==> src/rtl/sram_ctrl_pkg.sv <==
package sram_ctrl_pkg;

  typedef enum logic [2:0] {
    ST_IDLE,
    ST_READ,
    ST_TURN,
    ST_WRITE,
    ST_REC
  } state_e;

  function automatic int ceil_div(input int num, input int den);
    return (num + den - 1) / den;
  endfunction

  function automatic int max2(input int a, input int b);
    return (a > b) ? a : b;
  endfunction

endpackage

==> src/rtl/sram_ctrl_timer.sv <==
module sram_ctrl_timer #(
  parameter int CNT_W = 2
) (
  input  logic             clk_i,
  input  logic             rst_ni,
  input  logic             load_i,
  input  logic [CNT_W-1:0] val_i,
  output logic             done_o
);

  logic [CNT_W-1:0] cnt_q;

  always_ff @(posedge clk_i or negedge rst_ni) begin
    if (!rst_ni)             cnt_q <= '0;
    else if (load_i)         cnt_q <= val_i;
    else if (cnt_q != '0)    cnt_q <= cnt_q - 1'b1;
  end

  assign done_o = (cnt_q == '0);

endmodule

==> src/rtl/sram_ctrl_seq.sv <==
module sram_ctrl_seq
  import sram_ctrl_pkg::*;
#(
  parameter int ADDR_W   = 17,
  parameter int DATA_W   = 8,
  parameter int CNT_W    = 2,
  parameter int RD_LD    = 1,
  parameter int WP_LD    = 0,
  parameter int TURN_LD  = 0,
  parameter bit HAS_TURN = 1'b1
) (
  input  logic              clk_i,
  input  logic              rst_ni,
  input  logic              req_i,
  input  logic              we_i,
  input  logic [ADDR_W-1:0] addr_i,
  input  logic [DATA_W-1:0] wdata_i,
  input  logic              tmr_done_i,
  output logic              tmr_load_o,
  output logic [CNT_W-1:0]  tmr_val_o,
  output logic              cap_o,
  output logic              ready_o,
  output logic [ADDR_W-1:0] mem_addr_o,
  output logic              mem_sel_no,
  output logic              mem_sel_o,
  output logic              mem_we_no,
  output logic              mem_oe_no,
  output logic [DATA_W-1:0] mem_dq_o,
  output logic              mem_dq_oe_o
);

  state_e state_q, state_d;
  logic   last_rd_q;
  logic   accept;
  logic   need_turn;

  assign ready_o   = (state_q == ST_IDLE);
  assign accept    = req_i && ready_o;
  assign need_turn = HAS_TURN && last_rd_q;

  always_comb begin
    state_d    = state_q;
    tmr_load_o = 1'b0;
    tmr_val_o  = '0;
    cap_o      = 1'b0;
    case (state_q)
      ST_IDLE: begin
        if (accept) begin
          tmr_load_o = 1'b1;
          if (!we_i) begin
            state_d   = ST_READ;
            tmr_val_o = CNT_W'(RD_LD);
          end else if (need_turn) begin
            state_d   = ST_TURN;
            tmr_val_o = CNT_W'(TURN_LD);
          end else begin
            state_d   = ST_WRITE;
            tmr_val_o = CNT_W'(WP_LD);
          end
        end
      end
      ST_READ: begin
        if (tmr_done_i) begin
          state_d = ST_IDLE;
          cap_o   = 1'b1;
        end
      end
      ST_TURN: begin
        if (tmr_done_i) begin
          state_d    = ST_WRITE;
          tmr_load_o = 1'b1;
          tmr_val_o  = CNT_W'(WP_LD);
        end
      end
      ST_WRITE: if (tmr_done_i) state_d = ST_REC;
      ST_REC:   state_d = ST_IDLE;
      default:  state_d = ST_IDLE;
    endcase
  end

  // pin register stage: every memory control is a flop output
  always_ff @(posedge clk_i or negedge rst_ni) begin
    if (!rst_ni) begin
      state_q     <= ST_IDLE;
      last_rd_q   <= 1'b0;
      mem_addr_o  <= '0;
      mem_sel_no  <= 1'b1;
      mem_sel_o   <= 1'b0;
      mem_we_no   <= 1'b1;
      mem_oe_no   <= 1'b1;
      mem_dq_o    <= '0;
      mem_dq_oe_o <= 1'b0;
    end else begin
      state_q <= state_d;
      case (state_q)
        ST_IDLE: begin
          if (accept) begin
            mem_addr_o <= addr_i;
            mem_dq_o   <= wdata_i;
            mem_sel_no <= 1'b0;
            mem_sel_o  <= 1'b1;
            if (!we_i) begin
              mem_oe_no <= 1'b0;
            end else if (!need_turn) begin
              mem_we_no   <= 1'b0;
              mem_dq_oe_o <= 1'b1;
            end
          end
        end
        ST_READ: begin
          if (tmr_done_i) begin
            mem_sel_no <= 1'b1;
            mem_sel_o  <= 1'b0;
            mem_oe_no  <= 1'b1;
            last_rd_q  <= 1'b1;
          end
        end
        ST_TURN: begin
          if (tmr_done_i) begin
            mem_we_no   <= 1'b0;
            mem_dq_oe_o <= 1'b1;
          end
        end
        ST_WRITE: if (tmr_done_i) mem_we_no <= 1'b1;
        ST_REC: begin
          mem_sel_no  <= 1'b1;
          mem_sel_o   <= 1'b0;
          mem_dq_oe_o <= 1'b0;
          last_rd_q   <= 1'b0;
        end
        default: ;
      endcase
    end
  end

endmodule

==> src/rtl/sram_ctrl_rdcap.sv <==
module sram_ctrl_rdcap #(
  parameter int DATA_W = 8
) (
  input  logic              clk_i,
  input  logic              rst_ni,
  input  logic              cap_i,
  input  logic [DATA_W-1:0] dq_i,
  output logic [DATA_W-1:0] rdata_o,
  output logic              rvalid_o
);

  always_ff @(posedge clk_i or negedge rst_ni) begin
    if (!rst_ni) begin
      rdata_o  <= '0;
      rvalid_o <= 1'b0;
    end else begin
      rvalid_o <= cap_i;
      if (cap_i) rdata_o <= dq_i;
    end
  end

endmodule

==> src/rtl/sram_ctrl.sv <==
module sram_ctrl
  import sram_ctrl_pkg::*;
#(
  parameter int ADDR_W        = 17,
  parameter int DATA_W        = 8,
  parameter int CLK_PERIOD_NS = 10,
  parameter int T_ACC_NS      = 10,
  parameter int T_OE_NS       = 5,
  parameter int T_WP_NS       = 9,
  parameter int T_AW_NS       = 9,
  parameter int T_DW_NS       = 5,
  parameter int T_HZ_NS       = 5
) (
  input  logic              clk_i,
  input  logic              rst_ni,
  input  logic              req_i,
  input  logic              we_i,
  input  logic [ADDR_W-1:0] addr_i,
  input  logic [DATA_W-1:0] wdata_i,
  output logic              ready_o,
  output logic [DATA_W-1:0] rdata_o,
  output logic              rvalid_o,
  output logic [ADDR_W-1:0] mem_addr_o,
  output logic              mem_sel_no,
  output logic              mem_sel_o,
  output logic              mem_we_no,
  output logic              mem_oe_no,
  output logic [DATA_W-1:0] mem_dq_o,
  output logic              mem_dq_oe_o,
  input  logic [DATA_W-1:0] mem_dq_i
);

  localparam int RD_CYC   = max2(1, ceil_div(max2(T_ACC_NS, T_OE_NS), CLK_PERIOD_NS));
  localparam int WP_CYC   = max2(1, max2(ceil_div(T_WP_NS, CLK_PERIOD_NS),
                                 max2(ceil_div(T_AW_NS, CLK_PERIOD_NS),
                                      ceil_div(T_DW_NS, CLK_PERIOD_NS))));
  localparam int TURN_CYC = ceil_div(T_HZ_NS, CLK_PERIOD_NS);
  localparam int MAX_CYC  = max2(RD_CYC, max2(WP_CYC, TURN_CYC));
  localparam int CNT_W    = max2(1, $clog2(MAX_CYC + 1));
  localparam bit HAS_TURN = (TURN_CYC > 0);
  localparam int TURN_LD  = HAS_TURN ? TURN_CYC - 1 : 0;

  logic             tmr_load;
  logic [CNT_W-1:0] tmr_val;
  logic             tmr_done;
  logic             cap;

  sram_ctrl_timer #(.CNT_W(CNT_W)) u_timer (
    .clk_i  (clk_i),
    .rst_ni (rst_ni),
    .load_i (tmr_load),
    .val_i  (tmr_val),
    .done_o (tmr_done)
  );

  sram_ctrl_seq #(
    .ADDR_W   (ADDR_W),
    .DATA_W   (DATA_W),
    .CNT_W    (CNT_W),
    .RD_LD    (RD_CYC),
    .WP_LD    (WP_CYC - 1),
    .TURN_LD  (TURN_LD),
    .HAS_TURN (HAS_TURN)
  ) u_seq (
    .clk_i       (clk_i),
    .rst_ni      (rst_ni),
    .req_i       (req_i),
    .we_i        (we_i),
    .addr_i      (addr_i),
    .wdata_i     (wdata_i),
    .tmr_done_i  (tmr_done),
    .tmr_load_o  (tmr_load),
    .tmr_val_o   (tmr_val),
    .cap_o       (cap),
    .ready_o     (ready_o),
    .mem_addr_o  (mem_addr_o),
    .mem_sel_no  (mem_sel_no),
    .mem_sel_o   (mem_sel_o),
    .mem_we_no   (mem_we_no),
    .mem_oe_no   (mem_oe_no),
    .mem_dq_o    (mem_dq_o),
    .mem_dq_oe_o (mem_dq_oe_o)
  );

  sram_ctrl_rdcap #(.DATA_W(DATA_W)) u_rdcap (
    .clk_i    (clk_i),
    .rst_ni   (rst_ni),
    .cap_i    (cap),
    .dq_i     (mem_dq_i),
    .rdata_o  (rdata_o),
    .rvalid_o (rvalid_o)
  );

endmodule

==> config.mk <==
export PLATFORM = sky130hd
export DESIGN_NAME = sram_ctrl
export DESIGN_NICKNAME = d
export VERILOG_FILES = /design/src/rtl/sram_ctrl_pkg.sv /design/src/rtl/sram_ctrl_timer.sv /design/src/rtl/sram_ctrl_seq.sv /design/src/rtl/sram_ctrl_rdcap.sv /design/src/rtl/sram_ctrl.sv
export SDC_FILE = /design/constraint.sdc
export NUM_CORES = 1
export LEC_CHECK = 0
export ABC_AREA = 0
export BUFFER_PORTS_ARGS = -buffer_cell sky130_fd_sc_hd__buf_4
export CAP_MARGIN = 25
export CORE_ASPECT_RATIO = 0.7
export CORE_MARGIN = 4
export CORE_UTILIZATION = 30
export DETAILED_ROUTE_END_ITERATION = 10
export PLACE_DENSITY = 0.54
export SLEW_MARGIN = 40
export SYNTH_ARGS = -nofsm -noshare
export SYNTH_HDL_FRONTEND = slang
export SYNTH_SLANG_ARGS = --single-unit
==> constraint.sdc <==
create_clock -name clk_i -period 2.1 [get_ports clk_i]
set_clock_uncertainty 0.1 [all_clocks]
set_input_delay 0.525 -clock clk_i [delete_from_list [all_inputs] [get_ports clk_i]]
set_output_delay 0.525 -clock clk_i [all_outputs]
set_load 0.005 [all_outputs]
**After elaboration in Yosys (flattened, before gate mapping)**

Cells that the tools add are included.

- Latch bits: 0
- Memories kept: 0
- RAM bits: 0
- Register bits after elaboration: 44
- Input bits: 37
- Output and inout port bits: 40
- Memory bits (read-only): 0

- Multipliers: 0
- Shifts and indexed selects: 0
- $lt $le $gt $ge: 0
- Div/mod/pow operators: 0
- Eq/ne operators: 11
- Bitwise gates (word level): 0
- Add/subtract/negate cells: 1
- Reductions and logical operators: 14
- Mux-type cells: 34

Operators by type and width:

| cell | count |
|---|---|
| $mux W1 | 21 |
| $mux W3 | 5 |
| $ne A2 B2 Y1 const B | 7 |
| $pmux W1 S3 | 4 |
| $pmux W3 S4 | 1 |
| $reduce_bool A3 Y1 | 3 |
| $reduce_and A4 Y1 | 2 |
| $eq A3 B2 Y1 const B | 2 |
| $pmux W1 S2 | 3 |
| $reduce_and A6 Y1 | 1 |
| $reduce_and A5 Y1 | 1 |
| $reduce_and A2 Y1 | 2 |
| $reduce_bool A2 Y1 | 2 |
| $eq A3 B1 Y1 const B | 1 |
| $eq A3 B3 Y1 const B | 1 |
| $logic_not A3 Y1 | 1 |
| $reduce_and A3 Y1 | 1 |
| $logic_and A1 B1 Y1 | 1 |
| $sub A1 B1 Y1 const B | 1 |

**Longest topological paths before layout**

Gate-level depths: netlist (run 1).

- Depth after elaboration: 5
- Depth in mapped cells: 4

**Modules after synthesis**

A second synthesis (run 1) with hierarchy kept.

- Cells, all modules: 124
- Area, all modules: 1,806.7 sq um

Modules (own cells, without submodules):

| module | instances | seq. area each (sq um) | area each (sq um) | cells an instance |
|---|---|---|---|---|
| sram_ctrl_seq | 1 | 854.6 | 1,415.1 | 103 |
| sram_ctrl_rdcap | 1 | 225.2 | 356.6 | 18 |
| sram_ctrl_timer | 1 | 25.0 | 35.0 | 3 |

**Worst setup path before layout (run 1)**

Ideal clock, no wire load.

- Kind: flip-flop to flip-flop
- Start point: reg u_seq.state_q[0]
- End point: reg u_seq.mem_addr_o[10]
- Required time: 1.875 ns
- Cell stages (with the launch flop): 5
- Arrival: 1.450 ns
- Setup slack: 0.425 ns
- Library setup time: 0.125 ns
- Path through: dfrtp_1 > buf_4 > nor4b_4 > buf_6 > mux2_2

- Word-level cells in the longest chain between the ends: 3

Ends and longest elaborated chain:

| element | RTL line | source |
|---|---|---|
| from (decl) | sram_ctrl_seq.sv:32 | `state_e state_q, state_d;` |
| from (signal assigned) | sram_ctrl_seq.sv:94 | `state_q <= state_d;` |
| $logic_not A3 Y1 (*) | sram_ctrl_seq.sv:37, sram_ctrl_seq.sv:95 |  |
| $logic_and A1 B1 Y1 | sram_ctrl_seq.sv:38 | `assign accept = req_i && ready_o;` |
| $reduce_and A2 Y1 (no line) (*) | - |  |
| to (signal assigned) | sram_ctrl_seq.sv:98 | `mem_addr_o <= addr_i;` |
| to (decl) | sram_ctrl_seq.sv:23 | `output logic [ADDR_W-1:0] mem_addr_o,` |

Every way passes the cells marked *; elsewhere a longest branch is shown, timed or not.
A chain may end at the register's enable or synchronous reset.

**Worst setup path after layout (run 1)**

- Start point: reg u_seq.state_q[1]
- End point: out ready_o

- Word-level cells in the longest chain between the ends: 1

Ends and longest elaborated chain:

| element | RTL line | source |
|---|---|---|
| $logic_not A3 Y1 | sram_ctrl_seq.sv:37 | `assign ready_o = (state_q == ST_IDLE);` |
| to (decl) | sram_ctrl.sv:20 | `output logic ready_o,` |

Every way passes these cells.

==> metrics.md, run 1 <==
| Metric | Value |
|---|---|
| Cts bufs inserted | 5 |
| CTS Hold Bufs | 0 |
| Setup crit start kind | register |
| Vias in the first global route | around 1300 |
| #FFs+latches synth | between 40 and 50 |
| Final wirelength | ~3900 microns |
| Layout cells sized above 1 | roughly 61% |
| Initial antenna violation count | 0 |
| Final non-filler cell total | around 280 |
| Drt first pass iters | 2 |
| CTS tree | yes |
| Crit path kind | register to output port |
| Clock slew at reported path FFs | around 0.080 ns |
| Max-capacitance violation count | 0 |
| Hold Crit Class | input pin to asynchronous set/reset pin |
| Die H | 72.2 microns |
| WL/cell | roughly 14 microns |
| Cell variety after synth | 26 |
| Die W | 99.7 microns |
| Final setup violation count | 0 |
| Flop2flop setup slack | roughly 0.27 ns |
| EDFF count, synth | 0 |
| Worst R2R Path Depth | 3 |
| P per Cell Area | roughly 1500 nW/um^2 |
| First-pass GRT wire length | ~6300 microns |
| Initial Utilization | 30.8% |
| Critical path cell sequence | nor3_1 > buf_4 |
| Ranking of synthesized cells by area | dfrtp_1 58%, mux2_2 20%, dfstp_2 4.5%, nor4b_4 1.3%, buf_6 1.3% |
| Multi-input logic area | 608 sq um |
| Via/cell ratio | about 4.5 |
| Synth Cell Area | between 1500 and 2000 sq um |
| Top FF cell, synth | dfrtp_1 |
| Fill count | between 500 and 600 |
| Largest buffer count on any clock path | 2 |
| Setup TNS | 0 ns |
| GRT Util Overall | 11.1% |
| Relative slew margins | between 60% and 70% |
| Setup bufs post-CTS | 0 |
| Critical Path Fanout Max | 12 |
| CP max stage delay | 0.55 ns |
| Final hold vios | 0 |
| Core box area | around 5700 sq um |
| Final critical-path required period | approximately 1.9 ns |
| Most frequent cells in the layout | 76 x buf_4, 41 x dfrtp_1, 32 x mux2_2 |
| Worst Max-Slew Pin Slew | 0.557 ns |
| Root buffer cell | clkbuf_8 |
| Highest clock rate | around 0.53 GHz |
| DRC Markers | 0 |
| Lkg Pwr | between 1 and 1.5 nW |
| N_diodes | 0 |
| VDD IR max | 0.626 mV |
| DR vias | 1237 |
| CP required | between 1 and 1.5 ns |
| CP arrival | around 1.3 ns |
| Placer Congestion | around 0.83 |
| Area Growth Syn to Fin | 42.6% |
| Top-area cell type share of the netlist area | between 50% and 60% |
| Most frequent standard cell in the layout excluding fill and tap cells | buf_4 |
| Sequential cell area | around 1100 sq um |
| Max-slew violation count | 0 |
| Register area share after synthesis | between 60% and 70% |
| YS warnings | 0 |
| Cells after synthesis | between 100 and 150 |
| H-tree depth | 2 |
| Worst path slowest cell | dfrtp_1 |
| Post-route clock period utilization | about 89% |
| Die area | 7200 sq um |
| CP Capture Type | output port |
| Largest net degree at the start of global routing | 45 |
| Rows | 23 |
| Worst skew pair latency | 0.29 ns |
| Grt total ovfl | 0 |
| Detail Route Antenna Nets | 0 |
| Dpl cells | 268 |
| DR iter-0 viols | 23 |
| Hpwl dp | just under 3000 microns |
| Gates resized, CTS repair | 0 |
| Clk sink count | 44 |
| # IOs | a little under 80 |
| Port Buffer Count | 76 |
| Syn avg cell area | ~15 sq um |
| Fin nets | 237 |
| Mapped Nets | between 150 and 200 |
| RSZ-0062 raised after global routing | no |
| Cell taking the most area after synthesis | dfrtp_1 |
| Status | complete, no violations |
| Async SR Flop Fraction | between 90% and 100% |
flip-flops by register name, summed over array words and instances (netlist names):
signal             cells
u_timer.cnt_q          1
u_rdcap.rvalid_o       1
u_seq.mem_oe_no        1
u_seq.last_rd_q        1
u_seq.mem_dq_o         8
u_seq.mem_addr_o      17
u_seq.mem_dq_oe_o      1
u_seq.mem_sel_o        1
u_seq.state_q          3
u_seq.mem_sel_no       1
u_seq.mem_we_no        1
u_rdcap.rdata_o        8
worst paths after layout:
check | start | endpoint
worst max-delay path | u_seq.state_q[1] | ready_o
worst min-delay path | rst_ni | u_seq.mem_addr_o[0]
worst max register to register | u_seq.state_q[0] | u_rdcap.rdata_o[7]
worst min register to register | u_seq.mem_oe_no | u_seq.mem_oe_no
max in group asynchronous | rst_ni | u_seq.mem_sel_no
min in group clk_i | we_i | u_timer.cnt_q
cell usage after synthesis, drive strengths merged, types with 2 or more instances:
cell type	count
buf	4
dfstp	3
dfrtp	41
nor2b	3
nor3	3
inv	4
or3b	2
nor2	4
nand2	3
a21oi	4
o21ai	4
a21o	2
mux2	33
or2b	2
o21bai	2
final cells by class:
type | instances | area share, %
flip-flops and latches | 44 | 43.8
multi-input cells | 68 | 24.1
repair buffers | 77 | 23.4
well taps | 75 | 3.72
clock buffers | 6 | 2.88
clock inverters | 2 | 1.39
inverters | 4 | 0.596
power by group:
group	switching (mW)	leakage [nW]	internal [mW]	total [mW]
Sequential	0.293	0.519	1.28	1.57
Clock	0.274	0.0552	0.353	0.627
Combinational	0.547	0.608	1.01	1.56
Total	1.11	1.18	2.65	3.76
logic make-up after synthesis:
logic type | share of synthesized area, %
DFF | 62.5
buffers and inverters | 3.04
and+or+nand+nor | 8.07
muxes | 21.0
AOI/OAI and AO/OA | 5.31
through the flow:
stage | total power, mW | cell area (sq um) | utilization [%] | hold WS, ns | worst slack, ns
floorplan | 2.35 | 1770 | - | 0.129 | 0.425
CTS | 3.83 | 2520 | 44.0 | 0.143 | 0.216
finish | 3.76 | 2520 | 44.0 | 0.121 | 0.228
global route | 4.03 | 2520 | 44.0 | 0.157 | 0.149
detailed placement | 3.19 | 2410 | 42.1 | 0.382 | 0.264
global placement | 3.13 | 2410 | 42.1 | 0.364 | 0.334
critical path: cells and delay by family (launching register included):
| family | cells | cell delay [ns] |
|---|---|---|
| DFF | 1 | 0.55 |
| and+or+nand+nor | 1 | 0.26 |
| buffers and inverters | 1 | 0.15 |
per-layer routing:
layer | up-vias | wire length, microns | track usage [%] | part of all wire [%]
li1 | 577 | - | - | -
met4 | 0 | 36 | 3.18 | 0.93
met5 | - | 0 | 0 | 0
met3 | 4 | 492 | 6.44 | 13
met2 | 54 | 1650 | 15.8 | 43
met1 | 602 | 1690 | 14.2 | 44
Note: power is estimated with default switching activity, not from simulation.
==> inputs of run 2 (changes only) <==
CTS_BUF_LIST = sky130_fd_sc_hd__clkbuf_2 sky130_fd_sc_hd__clkbuf_4 sky130_fd_sc_hd__clkbuf_8   (was not set)
==> metrics.md, run 2 (synthesis gave the netlist of run 1 again) <==
| Metric | Value |
|---|---|
| Drt first pass iters | 2 |
| First-pass GRT wire length | 6290 microns |
| Most flop-heavy register | u_seq.mem_addr_o |
| Fin util | 44.1% |
| Rows | 23 |
| Max FFs per register | 17 |
| Initial Utilization | between 30% and 40% |
| Hpwl dp | between 2000 and 3000 microns |
| WL/cell | about 14 microns |
| Fill count | approximately 550 |
| Crit path kind | register to output port |
| Clk sink count | 44 |
| Initial antenna violation count | 0 |
| CTS tree | yes |
| Die area | 7200 sq um |
| Critical Path Fanout Max | 12 |
| Max-slew violation count | 0 |
| H-tree depth | 2 |
| RR Startpoint | u_seq.state_q[0] |
| Cts bufs inserted | 5 |
| RSZ-0062 raised after global routing | no |
| Via/cell ratio | about 4.5 |
| Final setup violation count | 0 |
| Hold Crit Class | input pin to asynchronous set/reset pin |
| Status | complete, no violations |
| GRT Util Overall | 11.1% |
| Top Registers | u_seq.mem_addr_o x17, u_rdcap.rdata_o x8, u_seq.mem_dq_o x8 |
| CP arrival | ~1.3 ns |
| Final hold vios | 0 |
| Detail Route Antenna Nets | 0 |
| Core box area | about 5700 sq um |
| Grt total ovfl | 0 |
| DR vias | between 1000 and 1500 |
| N_diodes | 0 |
| Largest net degree at the start of global routing | 45 |
| CP Capture Type | output port |
| Worst skew pair latency | slightly below 0.3 ns |
| Relative slew margins | around 63% |
| VDD IR max | 0.626 mV |
| Setup bufs post-CTS | 0 |
| # IOs | a little under 80 |
| Final wirelength | just under 4000 microns |
| Die W | approximately 100 microns |
| DR iter-0 viols | 23 |
| Port Buffer Count | 76 |
| Layout cells sized above 1 | between 60% and 70% |
| Setup TNS | 0 ns |
| P per Cell Area | approximately 1500 nW/um^2 |
| Most frequent standard cell in the layout excluding fill and tap cells | buf_4 |
| Root buffer cell | clkbuf_8 |
| Clock slew at reported path FFs | approximately 0.080 ns |
| Die H | ~72 microns |
| Final critical-path required period | between 1.5 and 2 ns |
| Largest buffer count on any clock path | 2 |
| Setup crit start | u_seq.state_q[1] |
| Highest clock rate | between 0.5 and 0.6 GHz |
| Setup crit start kind | register |
| DRC Markers | 0 |
| Most frequent cells in the layout | 76 x buf_4, 41 x dfrtp_1, 32 x mux2_2 |
| Vias in the first global route | approximately 1300 |
| Worst Max-Slew Pin Slew | 0.557 ns |
| Placer Congestion | a little over 0.8 |
| Post-route clock period utilization | between 80% and 90% |
| Area Growth Syn to Fin | 42.8% |
| Lkg Pwr | ~1.2 nW |
| Max-capacitance violation count | 0 |
| CTS Hold Bufs | 0 |
| Gates resized, CTS repair | 0 |
| CP required | around 1.5 ns |
| Fin nets | about 240 |
==> run 2: cell counts in the layout (fill, tap and decap cells not counted) <==
Identical to the previous run, type by type.
==> run 2: through the flow <==
step | instance area, sq um | instances | total power [mW] | setup WS (ns) | hold WS, ns
floorplan | 1770 | 121 | 2.35 | 0.425 | 0.129
global placement | 2410 | 268 | 3.13 | 0.334 | 0.364
detailed placement | 2410 | 268 | 3.19 | 0.264 | 0.382
CTS | 2520 | 276 | 3.84 | 0.216 | 0.142
global route | 2520 | 276 | 4.04 | 0.149 | 0.157
finish | 2520 | 276 | 3.77 | 0.228 | 0.120
==> run 2: worst paths after layout <==
path | endpoint | slack (ns) | cells past startpoint
worst max register to register | u_rdcap.rdata_o[7] | 0.27 | 3
worst max-delay path | ready_o | 0.23 | 2
min in group clk_i | u_timer.cnt_q | 0.32 | 2
max in group asynchronous | u_seq.mem_sel_no | 1.39 | 1
worst min-delay path | u_seq.mem_addr_o[0] | 0.12 | 1
worst min register to register | u_seq.mem_oe_no | 0.39 | 2
==> run 2: power breakdown <==
group          switching [mW]  internal [mW]
registers               0.293           1.28
logic                   0.547           1.01
clock network           0.274          0.366
==> run 2: cell type report <==
| type | instances | area [sq um] | area share, % |
|---|---|---|---|
| clock buffer | 6 | 76.3 | 3.02 |
| clock inverter | 2 | 35.0 | 1.39 |
| timing repair buffer | 77 | 591 | 23.4 |
| inverter | 4 | 15.0 | 0.595 |
| multi-input combinational | 68 | 608 | 24.1 |
| tap | 75 | 93.8 | 3.72 |
| sequential | 44 | 1100 | 43.8 |
==> run 2: critical path, stage by stage, from the launching register on <==
cell     delay (ns)
dfrtp_1        0.55
nor3_1         0.26
buf_4          0.15
==> run 2: metal layers <==
layer  vias up  wire length (microns)  track usage [%]
li1        577                      -                -
met1       602                   1690             14.2
met2        54                   1650             15.8
met3         4                    492             6.44
met4         0                     36             3.18
met5         -                      0                0
